`src/rtl/mp_wake_pkg.sv`:
```
package mp_wake_pkg;

  localparam logic [7:0] SYNC_BYTE = 8'hFF;

  typedef enum logic [2:0] {
    RA_CTRL   = 3'd0,
    RA_MODE   = 3'd1,
    RA_MAC_LO = 3'd2,
    RA_MAC_HI = 3'd3,
    RA_STAT   = 3'd4
  } reg_sel_e;

  // byte k of the station address, most significant first
  function automatic logic [7:0] mac_byte(logic [47:0] mac, int k);
    return mac[(47 - 8 * k) -: 8];
  endfunction

  // one step of the pattern search; cnt counts matched bytes
  function automatic int mp_step(int cnt, logic [7:0] b, logic [47:0] mac,
                                 int sync_len, int total);
    int nxt;
    if (cnt >= total) begin
      nxt = total;
    end else if (cnt < sync_len) begin
      nxt = (b == SYNC_BYTE) ? cnt + 1 : 0;
    end else if (b == mac_byte(mac, (cnt - sync_len) % 6)) begin
      nxt = cnt + 1;
    end else if (b == SYNC_BYTE) begin
      nxt = (cnt == sync_len) ? sync_len : 1;
    end else begin
      nxt = 0;
    end
    return nxt;
  endfunction

endpackage

```
`src/rtl/mp_matcher.sv`:
```
module mp_matcher
  import mp_wake_pkg::*;
#(
  parameter int SYNC_LEN  = 6,
  parameter int ADDR_REPS = 16
) (
  input  logic        clk,
  input  logic        rst_n,
  input  logic        in_valid,
  input  logic [7:0]  in_data,
  input  logic        in_sof,
  input  logic [47:0] mac,
  output logic        full_match
);
  localparam int TOTAL = SYNC_LEN + ADDR_REPS * 6;
  localparam int CW    = $clog2(TOTAL + 1);

  logic [CW-1:0] cnt_q;
  logic [CW-1:0] cnt_d;
  int            base;

  always_comb begin
    base  = in_sof ? 0 : int'(cnt_q);
    cnt_d = CW'(mp_step(base, in_data, mac, SYNC_LEN, TOTAL));
  end

  assign full_match = in_valid && (int'(cnt_d) == TOTAL);

  always_ff @(posedge clk or negedge rst_n) begin
    if (!rst_n)        cnt_q <= '0;
    else if (in_valid) cnt_q <= cnt_d;
  end
endmodule

```
`src/rtl/mp_ctrl.sv`:
```
module mp_ctrl
  import mp_wake_pkg::*;
(
  input  logic        clk,
  input  logic        rst_n,
  input  logic        reg_we,
  input  logic [2:0]  reg_addr,
  input  logic [31:0] reg_wdata,
  input  logic        low_power,
  input  logic        detect,
  output logic        mp_en,
  output logic        pat_sel,
  output logic        sticky,
  output logic        hold,
  output logic        wake,
  output logic [47:0] mac
);
  logic wr_ctrl, wr_mode, wr_lo, wr_hi, wr_stat;

  assign wr_ctrl = reg_we && (reg_addr == RA_CTRL);
  assign wr_mode = reg_we && (reg_addr == RA_MODE);
  assign wr_lo   = reg_we && (reg_addr == RA_MAC_LO);
  assign wr_hi   = reg_we && (reg_addr == RA_MAC_HI);
  assign wr_stat = reg_we && (reg_addr == RA_STAT);

  always_ff @(posedge clk or negedge rst_n) begin
    if (!rst_n) begin
      mp_en   <= 1'b0;
      pat_sel <= 1'b0;
      sticky  <= 1'b0;
      hold    <= 1'b0;
      wake    <= 1'b0;
      mac     <= '0;
    end else begin
      wake <= detect;
      if (detect)                 mp_en <= 1'b0;
      else if (wr_ctrl)           mp_en <= reg_wdata[0] && !pat_sel;
      if (wr_mode && !mp_en)      pat_sel <= reg_wdata[0];
      if (detect)                 sticky <= 1'b1;
      else if (wr_stat && reg_wdata[0]) sticky <= 1'b0;
      if (detect)                 hold <= 1'b1;
      else if (!low_power)        hold <= 1'b0;
      if (wr_lo)                  mac[31:0]  <= reg_wdata;
      if (wr_hi)                  mac[47:32] <= reg_wdata[15:0];
    end
  end
endmodule

```
`src/rtl/mp_rx_gate.sv`:
```
module mp_rx_gate (
  input  logic       block,
  input  logic       in_valid,
  input  logic [7:0] in_data,
  input  logic       in_sof,
  input  logic       in_eof,
  input  logic       in_crc_ok,
  output logic       out_valid,
  output logic [7:0] out_data,
  output logic       out_sof,
  output logic       out_eof,
  output logic       out_crc_ok
);
  assign out_valid  = in_valid && !block;
  assign out_data   = in_data;
  assign out_sof    = in_sof;
  assign out_eof    = in_eof;
  assign out_crc_ok = in_crc_ok;
endmodule

```
`src/rtl/mp_wake_det.sv`:
```
module mp_wake_det #(
  parameter int SYNC_LEN  = 6,
  parameter int ADDR_REPS = 16
) (
  input  logic        clk,
  input  logic        rst_n,
  input  logic        rx_valid,
  input  logic [7:0]  rx_data,
  input  logic        rx_sof,
  input  logic        rx_eof,
  input  logic        rx_crc_ok,
  input  logic        reg_we,
  input  logic [2:0]  reg_addr,
  input  logic [31:0] reg_wdata,
  input  logic        low_power,
  output logic        fwd_valid,
  output logic [7:0]  fwd_data,
  output logic        fwd_sof,
  output logic        fwd_eof,
  output logic        fwd_crc_ok,
  output logic        wake_irq,
  output logic        mp_enable,
  output logic        pat_mode,
  output logic        wake_sticky
);
  logic [47:0] mac;
  logic        full_match;
  logic        det_evt;
  logic        drop_hold;
  logic        block_rx;

  mp_matcher #(.SYNC_LEN(SYNC_LEN), .ADDR_REPS(ADDR_REPS)) u_match (
    .clk(clk), .rst_n(rst_n), .in_valid(rx_valid), .in_data(rx_data),
    .in_sof(rx_sof), .mac(mac), .full_match(full_match)
  );

  assign det_evt  = full_match && rx_eof && rx_crc_ok && mp_enable;
  assign block_rx = mp_enable || drop_hold;

  mp_ctrl u_ctrl (
    .clk(clk), .rst_n(rst_n), .reg_we(reg_we), .reg_addr(reg_addr),
    .reg_wdata(reg_wdata), .low_power(low_power), .detect(det_evt),
    .mp_en(mp_enable), .pat_sel(pat_mode), .sticky(wake_sticky),
    .hold(drop_hold), .wake(wake_irq), .mac(mac)
  );

  mp_rx_gate u_gate (
    .block(block_rx), .in_valid(rx_valid), .in_data(rx_data),
    .in_sof(rx_sof), .in_eof(rx_eof), .in_crc_ok(rx_crc_ok),
    .out_valid(fwd_valid), .out_data(fwd_data), .out_sof(fwd_sof),
    .out_eof(fwd_eof), .out_crc_ok(fwd_crc_ok)
  );
endmodule

```
`config.mk`:
```
export PLATFORM = sky130hd
export DESIGN_NAME = mp_wake_det
export DESIGN_NICKNAME = d
export VERILOG_FILES = /design/src/rtl/mp_wake_pkg.sv /design/src/rtl/mp_matcher.sv /design/src/rtl/mp_ctrl.sv /design/src/rtl/mp_rx_gate.sv /design/src/rtl/mp_wake_det.sv
export SDC_FILE = /design/constraint.sdc
export NUM_CORES = 1
export LEC_CHECK = 0
export ABC_AREA = 1
export CAP_MARGIN = 40
export CORE_MARGIN = 2
export CORE_UTILIZATION = 45
export DETAILED_ROUTE_END_ITERATION = 12
export MAX_ROUTING_LAYER = met4
export PLACE_DENSITY = 0.69
export SYNTH_ARGS = -nofsm -noshare
export SYNTH_HDL_FRONTEND = slang
export SYNTH_SLANG_ARGS = --single-unit
```
`constraint.sdc`:
```
create_clock -name clk -period 6.7 [get_ports clk]
set_input_delay 1.34 -clock clk [delete_from_list [all_inputs] [get_ports clk]]
set_output_delay 1.34 -clock clk [all_outputs]
set_load 0.05 [all_outputs]
```
# Word-level counts from Yosys, hierarchy flattened
# Index checks and enable logic that the tools add are counted.
# totals
output_inout_bits,16
input_bits,51
reg_bits,60
wordCells,57
# op_classes
n_mux,13
div,1
n_reduce_logical,20
shifts,1
n_lt_le_gt_ge,2
eq_ne,9
add_sub_neg,3
# ops
cell,n
55-bit by 32-bit indexed part select with 8-bit output,1
7-bit two-way mux,5
"32-bit by 4-bit == test with 1-bit output, second input constant",1
"32-bit by 8-bit greater-or-equal comparator with 1-bit output, second input constant",1
"32-bit by 4-bit less-than comparator with 1-bit output, second input constant",1
"32-bit by 4-bit modulo with 32-bit output, second input constant",1
"32-bit by 4-bit subtractor with 32-bit output, second input constant",1
"7-bit by 32-bit subtractor with 32-bit output, first input constant",1
1-bit logical AND,13
8-bit == test,1
"8-bit == test, second input constant",1
"7-bit by 1-bit adder with 7-bit output, second input constant",1
"7-bit by 6-bit == test with 1-bit output, second input constant",1
"3-bit by 2-bit == test with 1-bit output, second input constant",2
1-bit two-way mux,6
3-bit two-way mux,2
2-bit nonzero test,2
"3-bit by 1-bit == test with 1-bit output, second input constant",1
"3-bit == test, second input constant",1
1-bit zero test,3
3-bit zero test,1
"2-bit by 1-bit != test with 1-bit output, second input constant",1
1-bit logical OR,1

# Longest topological paths before layout
# Gate-level depths: netlist (run 1).
# logic_depth
word_depth,15
mapped_depth,58
depth_no_buf,58

# Modules after synthesis
# Synthesis (run 1) repeated with hierarchy kept, for this count alone.
# unflattened
hier_cells,603
area_unflattened_um2,4335.4
# by_module_without_submodules
module,seq_area_each_um2,cells_each,n_inst,area_per_inst_um2
mp_ctrl,1326.3,241,1,2155.8
mp_matcher,175.2,345,1,2069.5
mp_rx_gate,0.0,13,1,92.6
mp_wake_det,0.0,4,1,17.5

# Least setup slack after synthesis (run 1)
# Ideal clock, no wire load.
# synth_timing
kind,input to register
start,input rx_sof
end,register u_ctrl.mp_en
setup_time_ns,0.121
cell_stages,52
arrival_ns,6.961
n_path_buf,2
required_ns,6.579
path_slack_ns,-0.383
path_cell_list,inv_2 > nand3_4 > inv_1 > nor2_1 > inv_1 > nor2_1 > ha_1 > inv_1 > ha_1 > nand2_1 > inv_1 > nor2_1 > nand3b_1 > nand2_1 > a21oi_2 > o21ai_1 > nand2_1 > nand3_2 > (+16 left out) > buf_2 > ha_1 > clkbuf_1 > nor2_1 > o211ai_1 > nand2_1 > nand3_1 > nand2_1 > nand2_1 > nand2_1 > nor2_4 > nand2_2 > nand2_4 > nand2_2 > a21oi_2 > nand3_1 > nor2_2 > nor2_1
# synth_between
elab_chain_len,15
word_cells_on_any_way,23
cone_classes,3 x add/sub; 1 x div; 2 x order compare; 3 x eq/ne; 1 x shift; 8 x mux; 5 x reduce/logical
# synth_rtl
item,line_no,rtl
"start, declared",mp_wake_det.sv:9,"input logic rx_sof,"
7-bit two-way mux (*),mp_matcher.sv:23,base = in_sof ? 0 : int'(cnt_q);
32-bit by 4-bit subtractor with 32-bit output,mp_wake_pkg.sv:26,"end else if (b == mac_byte(mac, (cnt - sync_len) % 6)) begin"
32-bit by 4-bit modulo with 32-bit output,mp_wake_pkg.sv:26,
7-bit by 32-bit subtractor with 32-bit output,mp_wake_pkg.sv:15,return mac[(47 - 8 * k) -: 8];
55-bit by 32-bit indexed part select with 8-bit output,mp_wake_pkg.sv:15,
8-bit == test,mp_wake_pkg.sv:26,
7-bit two-way mux,mp_wake_pkg.sv:26,
7-bit two-way mux,mp_wake_pkg.sv:24,end else if (cnt < sync_len) begin
7-bit two-way mux (*),mp_wake_pkg.sv:22,if (cnt >= total) begin
7-bit by 6-bit == test with 1-bit output (*),mp_matcher.sv:27,assign full_match = in_valid && (int'(cnt_d) == TOTAL);
1-bit logical AND (*),mp_matcher.sv:27,
1-bit logical AND (*) (3 in series),mp_wake_det.sv:37,assign det_evt = full_match && rx_eof && rx_crc_ok && mp_enable;
named net det_evt,mp_wake_det.sv:28,logic det_evt;
1-bit two-way mux / 2-bit nonzero test (equally long branches),-,
"end signal, assigned",mp_ctrl.sv:37,else if (wr_ctrl) mp_en <= reg_wdata[0] && !pat_sel;
"end, declared",mp_ctrl.sv:11,"output logic mp_en,"
# The timed path passes the listed nets; every way through them passes the cells marked *.
# A chain may end at the register's enable or synchronous reset.

# Worst setup path in the final report (run 1)
# Ends and elaborated chain as after synthesis.

==> results.md, run 1 <==
- CTS buffer count: 9
- CP top delay family: simple AND/OR/NAND/NOR gates
- Failing checks: setup timing
- Final Skew: 0.01369 ns
- Root buffer cell: clkbuf_8
- RSZ-0062 raised after global routing: true
- Fin worst setup slack: -0.1692 ns
- Mapped Nets: 660
- Initial DRT Pass Iterations: 5
- Post-synth top area share: 0.3457
- Largest cells by area after synthesis: dfrtp_1 35%, nand2_1 13%, o21ai_0 6.3%, nand3_1 6.2%, nor2_1 5.4%
- DR iter-0 viols: 238
- Final cell count without fillers: 835
- Vias per inst: 5.164
- Vias in the first global route: 4127
- Synthesized area per cell: 7.262 sq um
- Critical Path RT: 6.94 ns
- Crit Path Max Fanout: 5
- Fmax achieved: 145.6 MHz
- Cell type of the slowest stage on the worst timing path: o31ai_2
- Power Total: 0.002324 W
- Final Util: 0.6454
- Ys Warns: 0
- Power per cell area: 387.8 mW/mm^2
- Final HPWL DP: 8101 um
- Final ANT Viol Nets: 0
- Inserted Diodes: 0
- Initial core utilization: 0.4678
- Worst vdd ir: 0.0003120 V
- Synth Instances: 598
- TritonCTS clock tree: built
- First-pass GRT wire length: 18790 um
- Most frequent cells in the layout: 118 x nand2_1, 64 x clkdlybuf4s50_1, 60 x dfrtp_1, 54 x inv_1, 54 x nor2_1
- Clock transition at path regs: 0.07 ns
- Layout cell share with drive strength beyond 1: 0.2790
- Cell taking the most area after synthesis: dfrtp_1
- Initial antenna violation count: 0
- DR DRC count: 0
- WP buf/inv: 10
- CORE AREA: 0.009284 sq mm
- Worst slew pin tran: 0.8713 ns
- Period utilisation layout: 1.025
- H-tree levels: 3
- GRT Max-Usage Layer: met2
- Syn Std Cell Area: 0.004343 sq mm
- Largest net degree at the start of global routing: 61
- Sink Count: 60
- Status: finished with violations
- Dpl cells: 800
- Hold Vio Cnt, Final: 0
- Grt ovf: 0
- Post-synthesis sequential area ratio: 0.3457
- # IOs: 67
- Syn-to-layout area delta: 37.97%
- CP most frequent cell: nand2_2
- Max-cap violation count: 0
- Vias: 4312
- CP arrival: 7.11 ns
- M2 GR Usage: 0.3654
- Critical path class: input port to flop
- Crit. End Element: flop
- Tmin final: 6.869 ns
- Most common cell after layout, fill and taps aside: nand2_1
- CTS Buffer Depth: 2
- # rows: 35
- Synth Register Bits: 60
- CP peak stage delay: 0.31 ns
- Slew Limit Fails: 0
- Grt met3 use: 0.03694
- Static Leakage: 2.921 nW
- Worst Hold Class: flop to flop
- Nets: 763
- Port bufs: 66
- Worst skew pair latency: 0.35 ns
- Total track usage: 0.2352
- Die width: 102.2 um
- Met1 usage: 0.3025
- Final setup fails: 7
- Gp weighted congestion: 0.8996
- Die H: 102.2 um
- DR WL/cell: 13.98 um
- Cell variety after synth: 39
- Hold buffer count at cts: 0
- Die area: 0.01045 sq mm
- WL final: 11670 um
- Relative slew slack: 0.4185
- Critical Path Start Type: input port
kinds of logic after synthesis:
| kind of cell | Yosys count | synth area share |
|---|---|---|
| compound gates | 84 | 0.1144 |
| xor+xnor | 8 | 0.01786 |
| fa+ha+maj | 11 | 0.03169 |
| buf+inv | 100 | 0.09911 |
| flops | 60 | 0.3457 |
| mux | 21 | 0.05301 |
| simple gates | 314 | 0.3382 |
cell type report:
cell class / count / area [sq um]
fillers: 796 / 3292
multi-input cells: 438 / 2665
flip-flops and latches: 60 / 1501
repair buffers: 122 / 1137
inverters: 70 / 280.3
well taps: 129 / 161.4
clock buffers: 9 / 123.9
clock inverters: 7 / 122.6
worst reg2reg max path: cells and delay by family (launching register included):
kind	cells	cell delay, ns
and+or+nand+nor	33	3.00
AOI/OAI and AO/OA	7	1.31
adders and majority gates	4	0.92
buffers and inverters	8	0.57
DFF	1	0.46
cell usage after synthesis:
| library cell | number |
|---|---|
| nand2_1 | 145 |
| nor2_1 | 63 |
| inv_1 | 61 |
| dfrtp_1 | 60 |
| o21ai_0 | 55 |
| nand3_1 | 54 |
| mux2_2 | 16 |
| nand4_1 | 16 |
| clkbuf_1 | 15 |
| buf_4 | 12 |
| ha_1 | 11 |
| nand2_2 | 10 |
| o21ai_1 | 10 |
| inv_2 | 9 |
| a21oi_1 | 5 |
| mux2i_1 | 5 |
| nand3_4 | 5 |
| nand3b_1 | 5 |
| xor2_1 | 5 |
| nand3_2 | 3 |
| o211ai_1 | 3 |
| o21ai_4 | 3 |
| o31ai_1 | 3 |
| or2_2 | 3 |
| a21oi_2 | 2 |
| buf_2 | 2 |
| nand2_4 | 2 |
| nor2_4 | 2 |
| nor4_1 | 2 |
| xnor2_1 | 2 |
| a21o_1 | 1 |
| and2_0 | 1 |
| buf_6 | 1 |
| nor2_2 | 1 |
| nor3_1 | 1 |
| o21ai_2 | 1 |
| o21bai_4 | 1 |
| or2_0 | 1 |
| xor2_2 | 1 |
layer usage:
| layer | share of wire | vias up |
|---|---|---|
| met4 | 0.028 | 0 |
| met1 | 0.44 | 2014 |
| met2 | 0.49 | 105 |
| met3 | 0.035 | 40 |
| met5 | 0 | - |
| li1 | - | 2153 |
per-stage QoR:
step | hold WS [ns] | setup slack, ns | setup TNS (ns) | instance area, sq um
global placement | 0.4667 | -0.7685 | -6.506 | 5321
CTS | 0.4882 | 0.003105 | 0 | 5719
floorplan | 0.4479 | 0.001562 | 0 | 4407
detailed placement | 0.4699 | -1.019 | -9.450 | 5336
global route | 0.5162 | -0.5908 | -5.201 | 5992
finish | 0.4884 | -0.1692 | -0.7571 | 5992
state kept, by name, indices dropped and copies added (netlist names):
signal          count
u_ctrl.hold         1
u_ctrl.mac         48
u_ctrl.mp_en        1
u_ctrl.pat_sel      1
u_ctrl.sticky       1
u_ctrl.wake         1
u_match.cnt_q       7
power by group:
part | internal, W | switching [W]
clock network | 0.000249 | 0.000159
logic | 0.000616 | 0.000833
registers | 0.000426 | 0.0000408
total | 0.00129 | 0.00103
timing repair:
item / CTS / global route
pin swaps: 26 / 52
endpoints found under the setup margin: 11 / 11
buffers inserted: 10 / 9
gates resized for setup: 20 / 67
hold endpoints to repair: 0 / 0
path summary, 6_finish.rpt:
check	startpoint	endpoint	slack, ns	depth (start not counted)
worst max-delay path	rx_sof	u_ctrl.mp_en	-0.17	54
worst max register to register	u_match.cnt_q[4]	u_ctrl.mp_en	0.35	52
worst min register to register	u_ctrl.mac[14]	u_ctrl.mac[14]	0.49	2
worst min-delay path	u_ctrl.mac[14]	u_ctrl.mac[14]	0.49	2
max in group asynchronous	rst_n	u_ctrl.sticky	5.05	2
min in group asynchronous	rst_n	u_ctrl.mac[24]	1.13	2
Note: power is estimated with default switching activity, not from simulation.
==> run 2, diff against run 1 <==
--- a/config.mk
+++ b/config.mk
@@ -14,4 +14,5 @@
 export PLACE_DENSITY = 0.69
 export SYNTH_ARGS = -nofsm -noshare
 export SYNTH_HDL_FRONTEND = slang
+export SYNTH_HIERARCHICAL = 1
 export SYNTH_SLANG_ARGS = --single-unit
==> results.md, run 2 <==
- Die width: 102.2 um (about the same)
- Final HPWL DP: 8027 um (-0.91%)
- Largest cells by area after synthesis: dfrtp_1 35%, nand2_1 16%, nand3_1 7.8%, nand4_1 4.5%, inv_1 4.2%
- Power Total: 0.001507 W (-35%)
- Static Leakage: 2.641 nW (-9.6%)
- Cell variety after synth: 40 (+2.6%)
- Ys async rst share: 1.000 (unchanged)
- Die H: 102.2 um (about the same)
- Synthesized area per cell: 7.190 sq um (-1.0%)
- Initial core utilization: 0.4670 (-0.0008086)
- Post-synth EDFFs: 0 (unchanged)
- CP peak stage delay: 0.49 ns (+0.18 ns)
- Crit. End Element: flop
- Relative slew slack: 0.4253 (+0.006817)
- Vias: 4157 (-3.6%)
- DR iter-0 viols: 236 (-0.84%)
- Period utilisation layout: 0.9320 (-0.09322)
- Nets: 717 (-6.0%)
- Vias per inst: 5.255 (+1.8%)
- Hold Vio Cnt, Final: 0 (unchanged)
- Worst slew pin tran: 0.8593 ns (-0.01196 ns)
- First-pass GRT wire length: 18610 um (-0.95%)
- H-tree levels: 3 (unchanged)
- Ys Warns: 6 (+6)
- Max-cap violation count: 0 (unchanged)
- Inserted Diodes: 0 (unchanged)
- DR WL/cell: 14.23 um (+1.8%)
- Most common cell after layout, fill and taps aside: nand2_1
- Initial antenna violation count: 0 (unchanged)
- Post-synthesis sequential area ratio: 0.3463 (+0.0005987)
- Sequential cell area: 0.001501 sq mm (unchanged)
- Pre-CTS setup slack: -0.1027 ns (+0.9161 ns)
- CTS Buffer Depth: 2 (unchanged)
- Layout cell share with drive strength beyond 1: 0.1480 (-0.1310)
- Syn Std Cell Area: 0.004335 sq mm (-0.17%)
- Critical Path Start Type: input port
- Fmax achieved: 160.1 MHz (+10%)
- Critical path class: input port to flop
- Top FF cell, synth: dfrtp_1
- Most frequent cells in the layout: 187 x nand2_1, 68 x nand3_1, 65 x clkdlybuf4s50_1, 60 x dfrtp_1, 48 x inv_1
- Multi-input combinational cell area: 0.002465 sq mm (-7.5%)
- Fin worst setup slack: 0.4553 ns (+0.6246 ns)
- Sink Count: 60 (unchanged)
- Status: completed
- Power per cell area: 283.4 mW/mm^2 (-27%)
- CORE AREA: 0.009284 sq mm (unchanged)
- DR DRC count: 0 (unchanged)
- Root buffer cell: clkbuf_8
- Largest net degree at the start of global routing: 61 (unchanged)
- Hold buffer count at cts: 0 (unchanged)
- Critical Path RT: 6.92 ns (-0.02 ns)
- Initial DRT Pass Iterations: 5 (unchanged)
- Total track usage: 0.2323 (-0.002954)
- Mapped Nets: 662 (+0.30%)
- Final Skew: 0.007990 ns (-0.005698 ns)
- WL final: 11250 um (-3.6%)
- Cell type of the slowest stage on the worst timing path: clkdlybuf4s50_1
- Top post-synthesis cells by count: 189 x nand2_1, 68 x nand3_1, 60 x dfrtp_1
- Synth Register Bits: 60 (unchanged)
- Tmin final: 6.245 ns (-0.6246 ns)
- Die area: 0.01044 sq mm (-0.17%)
- CP arrival: 6.46 ns (-0.65 ns)
- FILL cells: 922 (+16%)
- Worst vdd ir: 0.0001538 V (-51%)
- Final ANT Viol Nets: 0 (unchanged)
- Syn-to-layout area delta: 22.63%
- Worst skew pair latency: 0.33 ns (-0.02 ns)
- Grt ovf: 0 (unchanged)
- Max reg flops: 48 (unchanged)
- TritonCTS clock tree: built
- CTS buffer count: 9 (unchanged)
- Clock transition at path regs: 0.06 ns (about the same)
- Final setup fails: 0 (-7)
- Synth Instances: 603 (+0.84%)
- Leading registers by flop count: u_ctrl/mac (48), u_match/cnt_q (7)
- Crit Path Max Fanout: 7 (+2)
- Worst Hold Class: flop to flop
- Slew Limit Fails: 0 (unchanged)
- Vias in the first global route: 3957 (-4.1%)
- Gp weighted congestion: 0.9198 (+2.2%)
- # rows: 35 (unchanged)
- Cell taking the most area after synthesis: dfrtp_1
- Post-synth top area share: 0.3463 (+0.0005987)
- Port bufs: 66 (unchanged)
- Most frequent cell after synthesis: nand2_1
- Biggest register: u_ctrl/mac
- Post-Route Setup TNS: 0 ns (+0.7571 ns)
- Min-Delay Path Depth: 2 (unchanged)
- Final Util: 0.5726 (-0.07278)
- # IOs: 67 (unchanged)
- Reg2Reg Depth: 37 (-29%)
==> run 2: cell count changes after synthesis, sizes merged, moves of 16 or more <==
cell	before	now
nand2	157	211
o21ai	69	26
nor2	66	45
buf	15	33
mux2	16	0
nand3	62	78
==> run 2: metrics by stage <==
stage	instances	instance area, sq um	hold slack (ns)
floorplan	603	4335	0.4333
global placement	772	5009	0.4498
detailed placement	772	5009	0.4532
CTS	787	5192	0.4680
global route	791	5316	0.4912
finish	791	5316	0.4712
==> run 2: critical path: cells and delay by family <==
family,cells,cell delay [ns]
buf+inv,8,1.08
fa+ha+maj,2,0.44
compound gates,2,0.50
xor+xnor,1,0.23
simple gates,28,2.84
==> run 2: metal layers <==
metal | track usage | share of wire | vias up
met5 | - | 0 | -
met4 | 0.06359 | 0.018 | 0
met3 | 0.03694 | 0.045 | 16
met2 | 0.3760 | 0.48 | 121
met1 | 0.3045 | 0.46 | 1944
li1 | - | - | 2076
==> run 2: cell families (layout without fill, tap and decap cells) <==
group                      count (synthesis)  count (layout)  share of synthesized area
AOI/OAI and AO/OA                         48              48                    0.07331
xor gates and xnor gates                   3               3                   0.006062
adders and majority gates                  8               8                    0.02309
buffers and inverters                     95             154                     0.1053
DFF                                       60              60                     0.3463
muxes                                     10              10                    0.02309
and+or+nand+nor                          379             379                     0.4228
==> run 2: path summary, 6_finish.rpt <==
| kind | to | slack, ns | startpoint |
|---|---|---|---|
| hold / removal | u_ctrl/mac[42] | 0.47 | u_ctrl/mac[42] |
| max in group asynchronous | u_match/cnt_q[0] | 5.04 | rst_n |
| hold reg to reg | u_ctrl/mac[42] | 0.47 | u_ctrl/mac[42] |
| setup reg to reg | u_ctrl/mp_en | 1.67 | u_match/cnt_q[2] |
| setup / recovery | u_ctrl/mp_en | 0.46 | rx_sof |
| min in group asynchronous | u_ctrl/mac[17] | 1.16 | rst_n |
==> run 2: layout make-up <==
cell class                      count  share of cell area
Clock inverter                      2            0.006590
Sequential cell                    60              0.2824
Tap cell                          129             0.03036
Clock buffer                       13             0.02801
Multi-Input combinational cell    448              0.4636
Inverter                           58             0.04377
Timing Repair Buffer               81              0.1452
==> run 2: report_power, final <==
part           leakage [nW]  internal (W)  total (W)  switching (W)
registers             0.763      0.000422   0.000456      0.0000346
clock network        0.0935      0.000180   0.000307       0.000127
logic                  1.78      0.000276   0.000744       0.000467
==> run 2: what timing repair did <==
| item | CTS | global route |
|---|---|---|
| resized for setup | 0 | 21 |
| buffers inserted | 0 | 4 |
| setup endpoints to repair | 0 | 4 |
